==> src/rtl/vagg_pkg.sv <==
package vagg_pkg;
  localparam int IDX_W = 8;
  localparam int BIT_W = 6;
  localparam int DATA_W = 64;

  typedef enum logic [1:0] {RD_NONE, RD_ENABLE, RD_RAW, RD_MASKED} rdsel_e;

  typedef struct packed {
    logic             valid;
    logic             level;
    logic [IDX_W-1:0] vint;
    logic [BIT_W-1:0] bitIdx;
  } map_t;

  typedef struct packed {
    logic             evtSet;
    logic             evtClr;
    logic [IDX_W-1:0] evtVint;
    logic [BIT_W-1:0] evtBit;
    logic             enSet;
    logic             enClr;
    logic             ack;
    rdsel_e           rdSel;
    logic [IDX_W-1:0] pageVint;
  } strobe_t;
endpackage

==> src/rtl/vagg_ctrl.sv <==
module vagg_ctrl
  import vagg_pkg::*;
#(
  parameter int NUM_VINT = 4,
  parameter int NUM_EVENTS = 64,
  parameter int ADDR_W = 16,
  localparam int EVT_W = $clog2(NUM_EVENTS),
  localparam int PAGE_W = ADDR_W - 12
) (
  input  logic              clk,
  input  logic              rstN,
  input  logic              evtValid,
  input  logic [EVT_W-1:0]  evtNum,
  input  logic              evtDown,
  input  logic              cfgWrEn,
  input  logic [EVT_W-1:0]  cfgIdx,
  input  logic              cfgValid,
  input  logic              cfgLevel,
  input  logic [IDX_W-1:0]  cfgVint,
  input  logic [BIT_W-1:0]  cfgBit,
  input  logic [ADDR_W-1:0] regAddr,
  input  logic              regWrEn,
  output strobe_t           strobe,
  output logic              evtError
);
  map_t mapQ [NUM_EVENTS];
  map_t entry;
  logic evtHit;
  logic [PAGE_W-1:0] page;
  logic [11:0] offset;
  logic pageOk;

  always_ff @(posedge clk) begin
    if (!rstN) begin
      for (int i = 0; i < NUM_EVENTS; i++) mapQ[i] <= '0;
      evtError <= 1'b0;
    end else begin
      if (cfgWrEn) mapQ[cfgIdx] <= '{valid: cfgValid, level: cfgLevel, vint: cfgVint, bitIdx: cfgBit};
      evtError <= evtValid && !evtHit;
    end
  end

  assign entry  = mapQ[evtNum];
  assign evtHit = evtValid && entry.valid && (int'(entry.vint) < NUM_VINT);
  assign page   = regAddr[ADDR_W-1:12];
  assign offset = regAddr[11:0];
  assign pageOk = int'(page) < NUM_VINT;

  always_comb begin
    strobe = '0;
    strobe.evtSet   = evtHit && !evtDown;
    strobe.evtClr   = evtHit && evtDown && entry.level;
    strobe.evtVint  = entry.vint;
    strobe.evtBit   = entry.bitIdx;
    strobe.pageVint = IDX_W'(page);
    strobe.rdSel    = RD_NONE;
    if (pageOk) begin
      unique case (offset)
        12'h000: begin strobe.enSet = regWrEn; strobe.rdSel = RD_ENABLE; end
        12'h008: begin strobe.enClr = regWrEn; strobe.rdSel = RD_ENABLE; end
        12'h018: begin strobe.ack   = regWrEn; strobe.rdSel = RD_RAW;    end
        12'h020: strobe.rdSel = RD_MASKED;
        default: strobe.rdSel = RD_NONE;
      endcase
    end
  end
endmodule

==> src/rtl/vagg_datapath.sv <==
module vagg_datapath
  import vagg_pkg::*;
#(
  parameter int NUM_VINT = 4,
  localparam int SEL_W = (NUM_VINT > 1) ? $clog2(NUM_VINT) : 1
) (
  input  logic              clk,
  input  logic              rstN,
  input  strobe_t           strobe,
  input  logic [DATA_W-1:0] wrData,
  output logic [DATA_W-1:0] rdData,
  output logic [NUM_VINT-1:0] vintIrq
);
  logic [DATA_W-1:0] statAll [NUM_VINT];
  logic [DATA_W-1:0] enAll   [NUM_VINT];
  logic [DATA_W-1:0] evtOne;

  assign evtOne = DATA_W'(1) << strobe.evtBit;

  for (genvar v = 0; v < NUM_VINT; v++) begin : gVint
    logic [DATA_W-1:0] statQ, enQ, statNext, enNext;
    logic evtHere, pageHere;

    assign evtHere  = strobe.evtVint == IDX_W'(v);
    assign pageHere = strobe.pageVint == IDX_W'(v);

    always_comb begin
      statNext = statQ;
      if (strobe.ack && pageHere) statNext = statNext & ~wrData;
      if (strobe.evtClr && evtHere) statNext = statNext & ~evtOne;
      if (strobe.evtSet && evtHere) statNext = statNext | evtOne;
      enNext = enQ;
      if (strobe.enSet && pageHere) enNext = enQ | wrData;
      else if (strobe.enClr && pageHere) enNext = enQ & ~wrData;
    end

    always_ff @(posedge clk) begin
      if (!rstN) begin
        statQ      <= '0;
        enQ        <= '0;
        vintIrq[v] <= 1'b0;
      end else begin
        statQ      <= statNext;
        enQ        <= enNext;
        vintIrq[v] <= |(statQ & enQ);
      end
    end

    assign statAll[v] = statQ;
    assign enAll[v]   = enQ;
  end

  logic [SEL_W-1:0] sel;
  assign sel = strobe.pageVint[SEL_W-1:0];

  always_comb begin
    unique case (strobe.rdSel)
      RD_ENABLE: rdData = enAll[sel];
      RD_RAW:    rdData = statAll[sel];
      RD_MASKED: rdData = statAll[sel] & enAll[sel];
      default:   rdData = '0;
    endcase
  end
endmodule

==> src/rtl/vint_aggregator.sv <==
module vint_aggregator
  import vagg_pkg::*;
#(
  parameter int NUM_VINT = 4,
  parameter int NUM_EVENTS = 64,
  parameter int ADDR_W = 16,
  localparam int EVT_W = $clog2(NUM_EVENTS)
) (
  input  logic                clk,
  input  logic                rstN,
  input  logic                evtValid,
  input  logic [EVT_W-1:0]    evtNum,
  input  logic                evtDown,
  input  logic                cfgWrEn,
  input  logic [EVT_W-1:0]    cfgIdx,
  input  logic                cfgValid,
  input  logic                cfgLevel,
  input  logic [IDX_W-1:0]    cfgVint,
  input  logic [BIT_W-1:0]    cfgBit,
  input  logic [ADDR_W-1:0]   regAddr,
  input  logic                regWrEn,
  input  logic [DATA_W-1:0]   regWrData,
  output logic [DATA_W-1:0]   regRdData,
  output logic [NUM_VINT-1:0] vintIrq,
  output logic                evtError
);
  strobe_t strobe;

  vagg_ctrl #(.NUM_VINT(NUM_VINT), .NUM_EVENTS(NUM_EVENTS), .ADDR_W(ADDR_W)) ctrl (
    .clk(clk), .rstN(rstN), .evtValid(evtValid), .evtNum(evtNum), .evtDown(evtDown),
    .cfgWrEn(cfgWrEn), .cfgIdx(cfgIdx), .cfgValid(cfgValid), .cfgLevel(cfgLevel),
    .cfgVint(cfgVint), .cfgBit(cfgBit), .regAddr(regAddr), .regWrEn(regWrEn),
    .strobe(strobe), .evtError(evtError)
  );

  vagg_datapath #(.NUM_VINT(NUM_VINT)) dpath (
    .clk(clk), .rstN(rstN), .strobe(strobe), .wrData(regWrData),
    .rdData(regRdData), .vintIrq(vintIrq)
  );
endmodule

==> config.mk <==
export PLATFORM = sky130hd
export DESIGN_NAME = vint_aggregator
export DESIGN_NICKNAME = d
export VERILOG_FILES = /design/src/rtl/vagg_pkg.sv /design/src/rtl/vagg_ctrl.sv /design/src/rtl/vagg_datapath.sv /design/src/rtl/vint_aggregator.sv
export SDC_FILE = /design/constraint.sdc
export NUM_CORES = 2
export LEC_CHECK = 0
export BUFFER_PORTS_ARGS = -buffer_cell sky130_fd_sc_hd__buf_2
export CAP_MARGIN = 30
export CORE_MARGIN = 2
export CORE_UTILIZATION = 45
export CTS_CLUSTER_DIAMETER = 150
export CTS_CLUSTER_SIZE = 10
export DETAILED_ROUTE_END_ITERATION = 8
export MAX_ROUTING_LAYER = met4
export SETUP_SLACK_MARGIN = 0.1
export SYNTH_ARGS = -nofsm -noshare
export SYNTH_HDL_FRONTEND = slang
export SYNTH_SLANG_ARGS = --single-unit
==> constraint.sdc <==
create_clock -name clk -period 3.7 [get_ports clk]
set_input_delay 0.555 -clock clk [delete_from_list [all_inputs] [get_ports clk]]
set_output_delay 0.555 -clock clk [all_outputs]
set_load 0.05 [all_outputs]
==> results.cfg <==
[floorplanning]
core_um2 = 163000
starting_density_of_the_core = 0.453
die_x_um = 409
floorplan.die.height_um = 409
die_area_um2 = 167000
rows = 148
boundaryPins = 183

[routing]
totalWireLength_um = 312000
drcViolationCount = 0
detailedRoute.firstPassIterationCount = 6
initialDrtViolationCount = 8718
drt.antenna.violating_nets = 0
route.vias.total = 58800
wire_per_inst_um = 34.7
vias_per_cell = 6.54

[yosys]
synth-seq-area-share = 0.558
synth_top_cell_by_area = sky130_fd_sc_hd__edfxtp_1
post_synth_main_area_contributors = sky130_fd_sc_hd__edfxtp_1, sky130_fd_sc_hd__dfxtp_1, sky130_fd_sc_hd__and2_1
asyncSetResetFlopFracSynth = 0
most_used_flip_flop_cell_after_synthesis = sky130_fd_sc_hd__edfxtp_1
synthesis.area_per_instance_um2 = 11.6
count_of_flip_flops_with_a_built_in_enable_after_synthesis = 1024
mappedNetlistNets = 6453
yosysTopAreaCellShare = 0.417
synth_warnings = 0
syn_inst = 6339
synth.cells.most_frequent = sky130_fd_sc_hd__and2_1, sky130_fd_sc_hd__edfxtp_1, sky130_fd_sc_hd__clkbuf_1
synth.ff_latch_count = 1541
synthMostInstantiatedCell = sky130_fd_sc_hd__and2_1
synth_area_um2 = 73700
yosys.cell_types.count = 94

[clock_tree]
ctsRootBufferMaster = sky130_fd_sc_hd__clkbuf_16
cts_tree = yes
clock_tree.buffer_depth = 3
clock_insertion_delay_worst_skew_ns = 0.85
clock_tree.htree_level_count = 4
cts_inserted_buffers = 172
clk_pin_slew_worst_paths_ns = 0.06
cts_num_sinks = 1541

[status]
status = finished clean

[place]
placement.setup.worst_slack_ns = -0.609
gp_routability_congestion = 1.08
portBuffers = 182
dpl_cell_area_um2 = 82000
hpwl_um = 220000

[power]
ir_drop_mv = 0.510
p_int_mw = 28.8
pwr-share-seq = 0.494
power_per_cell_area_nw_per_um2 = 444
power.leakage_nw = 29.9
finalPower_mw = 38.6
clock_power_share = 0.404
comb_power_share = 0.101
power.share.switching = 0.254
power.net_switching_mw = 9.80

[setup_path]
critical_path_class = in -> out
critPathArrivalTime_ns = 3.03
worst_path_required_time_ns = 3.14
start_kind = input pin
critPathMaxFanout = 37
crit_path_end_kind = primary output

[finish]
area.growth.synth_to_final_pct = 17.8
final_cell_area_um2 = 86900
layout-drive-gt1-share = 0.229
design.final.nets = 6866
finalCoreUtilization = 0.534

[sta]
finalCritPeriodShare = 0.968
timing.final.ws_setup_ns = 0.118
grt_setup_unrepaired = no
timing.slew.headroom = 0.254
max_clock_freq_mhz = 279
setup_viol_count_final = 0
fin_crit_ns = 3.58
slew_viol_final = 0
final.setup.tns_ns = 0
hold_viol = 0
worst_slew_pin_slew_ns = 1.12
finalClockSkew_ns = 0.0632

[worst_hold_path]
worst_hold_path_type = in -> reg

[grt]
grt_pass1_vias = 54800
groute.usage.overall = 0.378
global_route.overflow_total = 0
grt_first_pass_wirelength_um = 436000
grt_antenna_before_repair = 32
grt_max_degree = 158

[job]
maxCapViolCount = 0
## per-stage QoR
step / hold WS [ns] / instances
2_1_floorplan: 0.457 / 6339
3_3_place_gp: 0.476 / 8740
3_5_place_dp: 0.477 / 8752
4_1_cts: 0.0740 / 8964
5_1_grt: 0.119 / 8986
6_report: 0.131 / 8993
## timing repair
item / CTS / global route
resized for setup: 1 / 4
setup buffers: 0 / 0
setup endpoints to repair: 2 / 5
hold buffers: 1 / 0
endpoints found under the hold margin: 3 / 0
pin swaps: 0 / 0
## path summary, 6_finish.rpt
check	from	to	slack, ns	cells past startpoint
worst min-delay path	regWrData[57]	register	0.13	2
worst max-delay path	regAddr[15]	regRdData[47]	0.12	9
worst min register to register	dpath.gVint[0].statQ[30]$_SDFF_PN0_	dpath.gVint[0].statQ[30]$_SDFF_PN0_	0.48	2
worst max register to register	ctrl.mapQ[38][10]$_SDFFCE_PN0P_	dpath.gVint[2].statQ[39]$_SDFF_PN0_	0.21	11
## final cells by class
| class | instances | area [µm²] |
|---|---|---|
| clock inverters | 12 | 255 |
| diodes | 29 | 72.6 |
| flip-flops and latches | 1541 | 41100 |
| fillers | 13900 | 75900 |
| clock buffers | 199 | 4490 |
| repair buffers | 917 | 8080 |
| well taps | 2175 | 2720 |
| inverters | 9 | 41.3 |
| multi-input cells | 4111 | 30100 |
## cells by family (layout without fill, tap and decap cells)
logic type | after synthesis | count (layout) | synth area share
AND/OR/NAND/NOR | 2489 | 2489 | 0.188
flip-flops | 1541 | 1541 | 0.558
AO/OA/AOI/OAI | 1279 | 1279 | 0.119
buffers and inverters | 687 | 1137 | 0.0406
multiplexers | 343 | 343 | 0.0948
other | 0 | 29 | 0
## layer usage
metal,vias to the layer above,share of wire,GRT usage
met5,-,0,-
met4,0,0.073,0.226
met3,864,0.093,0.0718
met2,3721,0.46,0.571
met1,29400,0.38,0.473
li1,24700,-,-
## placed cells by master (no fill, tap or decap), types with 13 or more instances in the layout
| cell | Yosys | routed |
|---|---|---|
| sky130_fd_sc_hd__a211oi_1 | 21 | 21 |
| sky130_fd_sc_hd__a21o_1 | 29 | 29 |
| sky130_fd_sc_hd__a21oi_1 | 334 | 331 |
| sky130_fd_sc_hd__a221oi_1 | 67 | 66 |
| sky130_fd_sc_hd__a22o_1 | 76 | 76 |
| sky130_fd_sc_hd__a22oi_1 | 32 | 31 |
| sky130_fd_sc_hd__a311oi_1 | 256 | 256 |
| sky130_fd_sc_hd__a31o_2 | 25 | 25 |
| sky130_fd_sc_hd__a31oi_1 | 15 | 15 |
| sky130_fd_sc_hd__and2_1 | 1043 | 1041 |
| sky130_fd_sc_hd__and3_1 | 86 | 85 |
| sky130_fd_sc_hd__buf_12 | 6 | 124 |
| sky130_fd_sc_hd__buf_2 | 48 | 174 |
| sky130_fd_sc_hd__buf_4 | 22 | 602 |
| sky130_fd_sc_hd__clkbuf_1 | 538 | 23 |
| sky130_fd_sc_hd__clkbuf_16 | 0 | 176 |
| sky130_fd_sc_hd__dfxtp_1 | 517 | 517 |
| sky130_fd_sc_hd__diode_2 | 0 | 29 |
| sky130_fd_sc_hd__edfxtp_1 | 1024 | 1024 |
| sky130_fd_sc_hd__mux2i_1 | 50 | 50 |
| sky130_fd_sc_hd__mux4_2 | 283 | 283 |
| sky130_fd_sc_hd__nand2_1 | 359 | 355 |
| sky130_fd_sc_hd__nand2b_1 | 23 | 17 |
| sky130_fd_sc_hd__nand3_1 | 267 | 262 |
| sky130_fd_sc_hd__nand4_1 | 26 | 26 |
| sky130_fd_sc_hd__nor2_1 | 261 | 254 |
| sky130_fd_sc_hd__nor2b_1 | 20 | 19 |
| sky130_fd_sc_hd__nor3_1 | 206 | 186 |
| sky130_fd_sc_hd__nor3_2 | 3 | 23 |
| sky130_fd_sc_hd__nor4_1 | 36 | 33 |
| sky130_fd_sc_hd__nor4b_1 | 78 | 75 |
| sky130_fd_sc_hd__o21ai_0 | 103 | 38 |
| sky130_fd_sc_hd__o21ai_1 | 28 | 79 |
| sky130_fd_sc_hd__o21ai_2 | 0 | 14 |
| sky130_fd_sc_hd__o22ai_1 | 208 | 208 |
| sky130_fd_sc_hd__o31ai_1 | 22 | 22 |
| sky130_fd_sc_hd__or3_1 | 14 | 13 |
## critical path, stage by stage
cell and delay (ns):
sky130_fd_sc_hd__buf_2 0.09, sky130_fd_sc_hd__nor4_1 0.48, sky130_fd_sc_hd__nand3_4 0.17, sky130_fd_sc_hd__nand2b_2 0.26
sky130_fd_sc_hd__a21boi_4 0.16, sky130_fd_sc_hd__buf_12 0.18, sky130_fd_sc_hd__buf_4 0.19, sky130_fd_sc_hd__nor3_1 0.53
sky130_fd_sc_hd__buf_2 0.38
## power groups by stage
stage               Clock [mW]  Combinational, mW  Sequential (mW)
floorplan                    0               1.86             19.4
global placement             0               3.79             19.4
detailed placement           0               3.81             19.4
CTS                       15.8               3.82             19.1
global route              16.3               4.00             19.1
finish                    15.6               3.91             19.1
No activity file was read; power rests on OpenSTA's default activity.
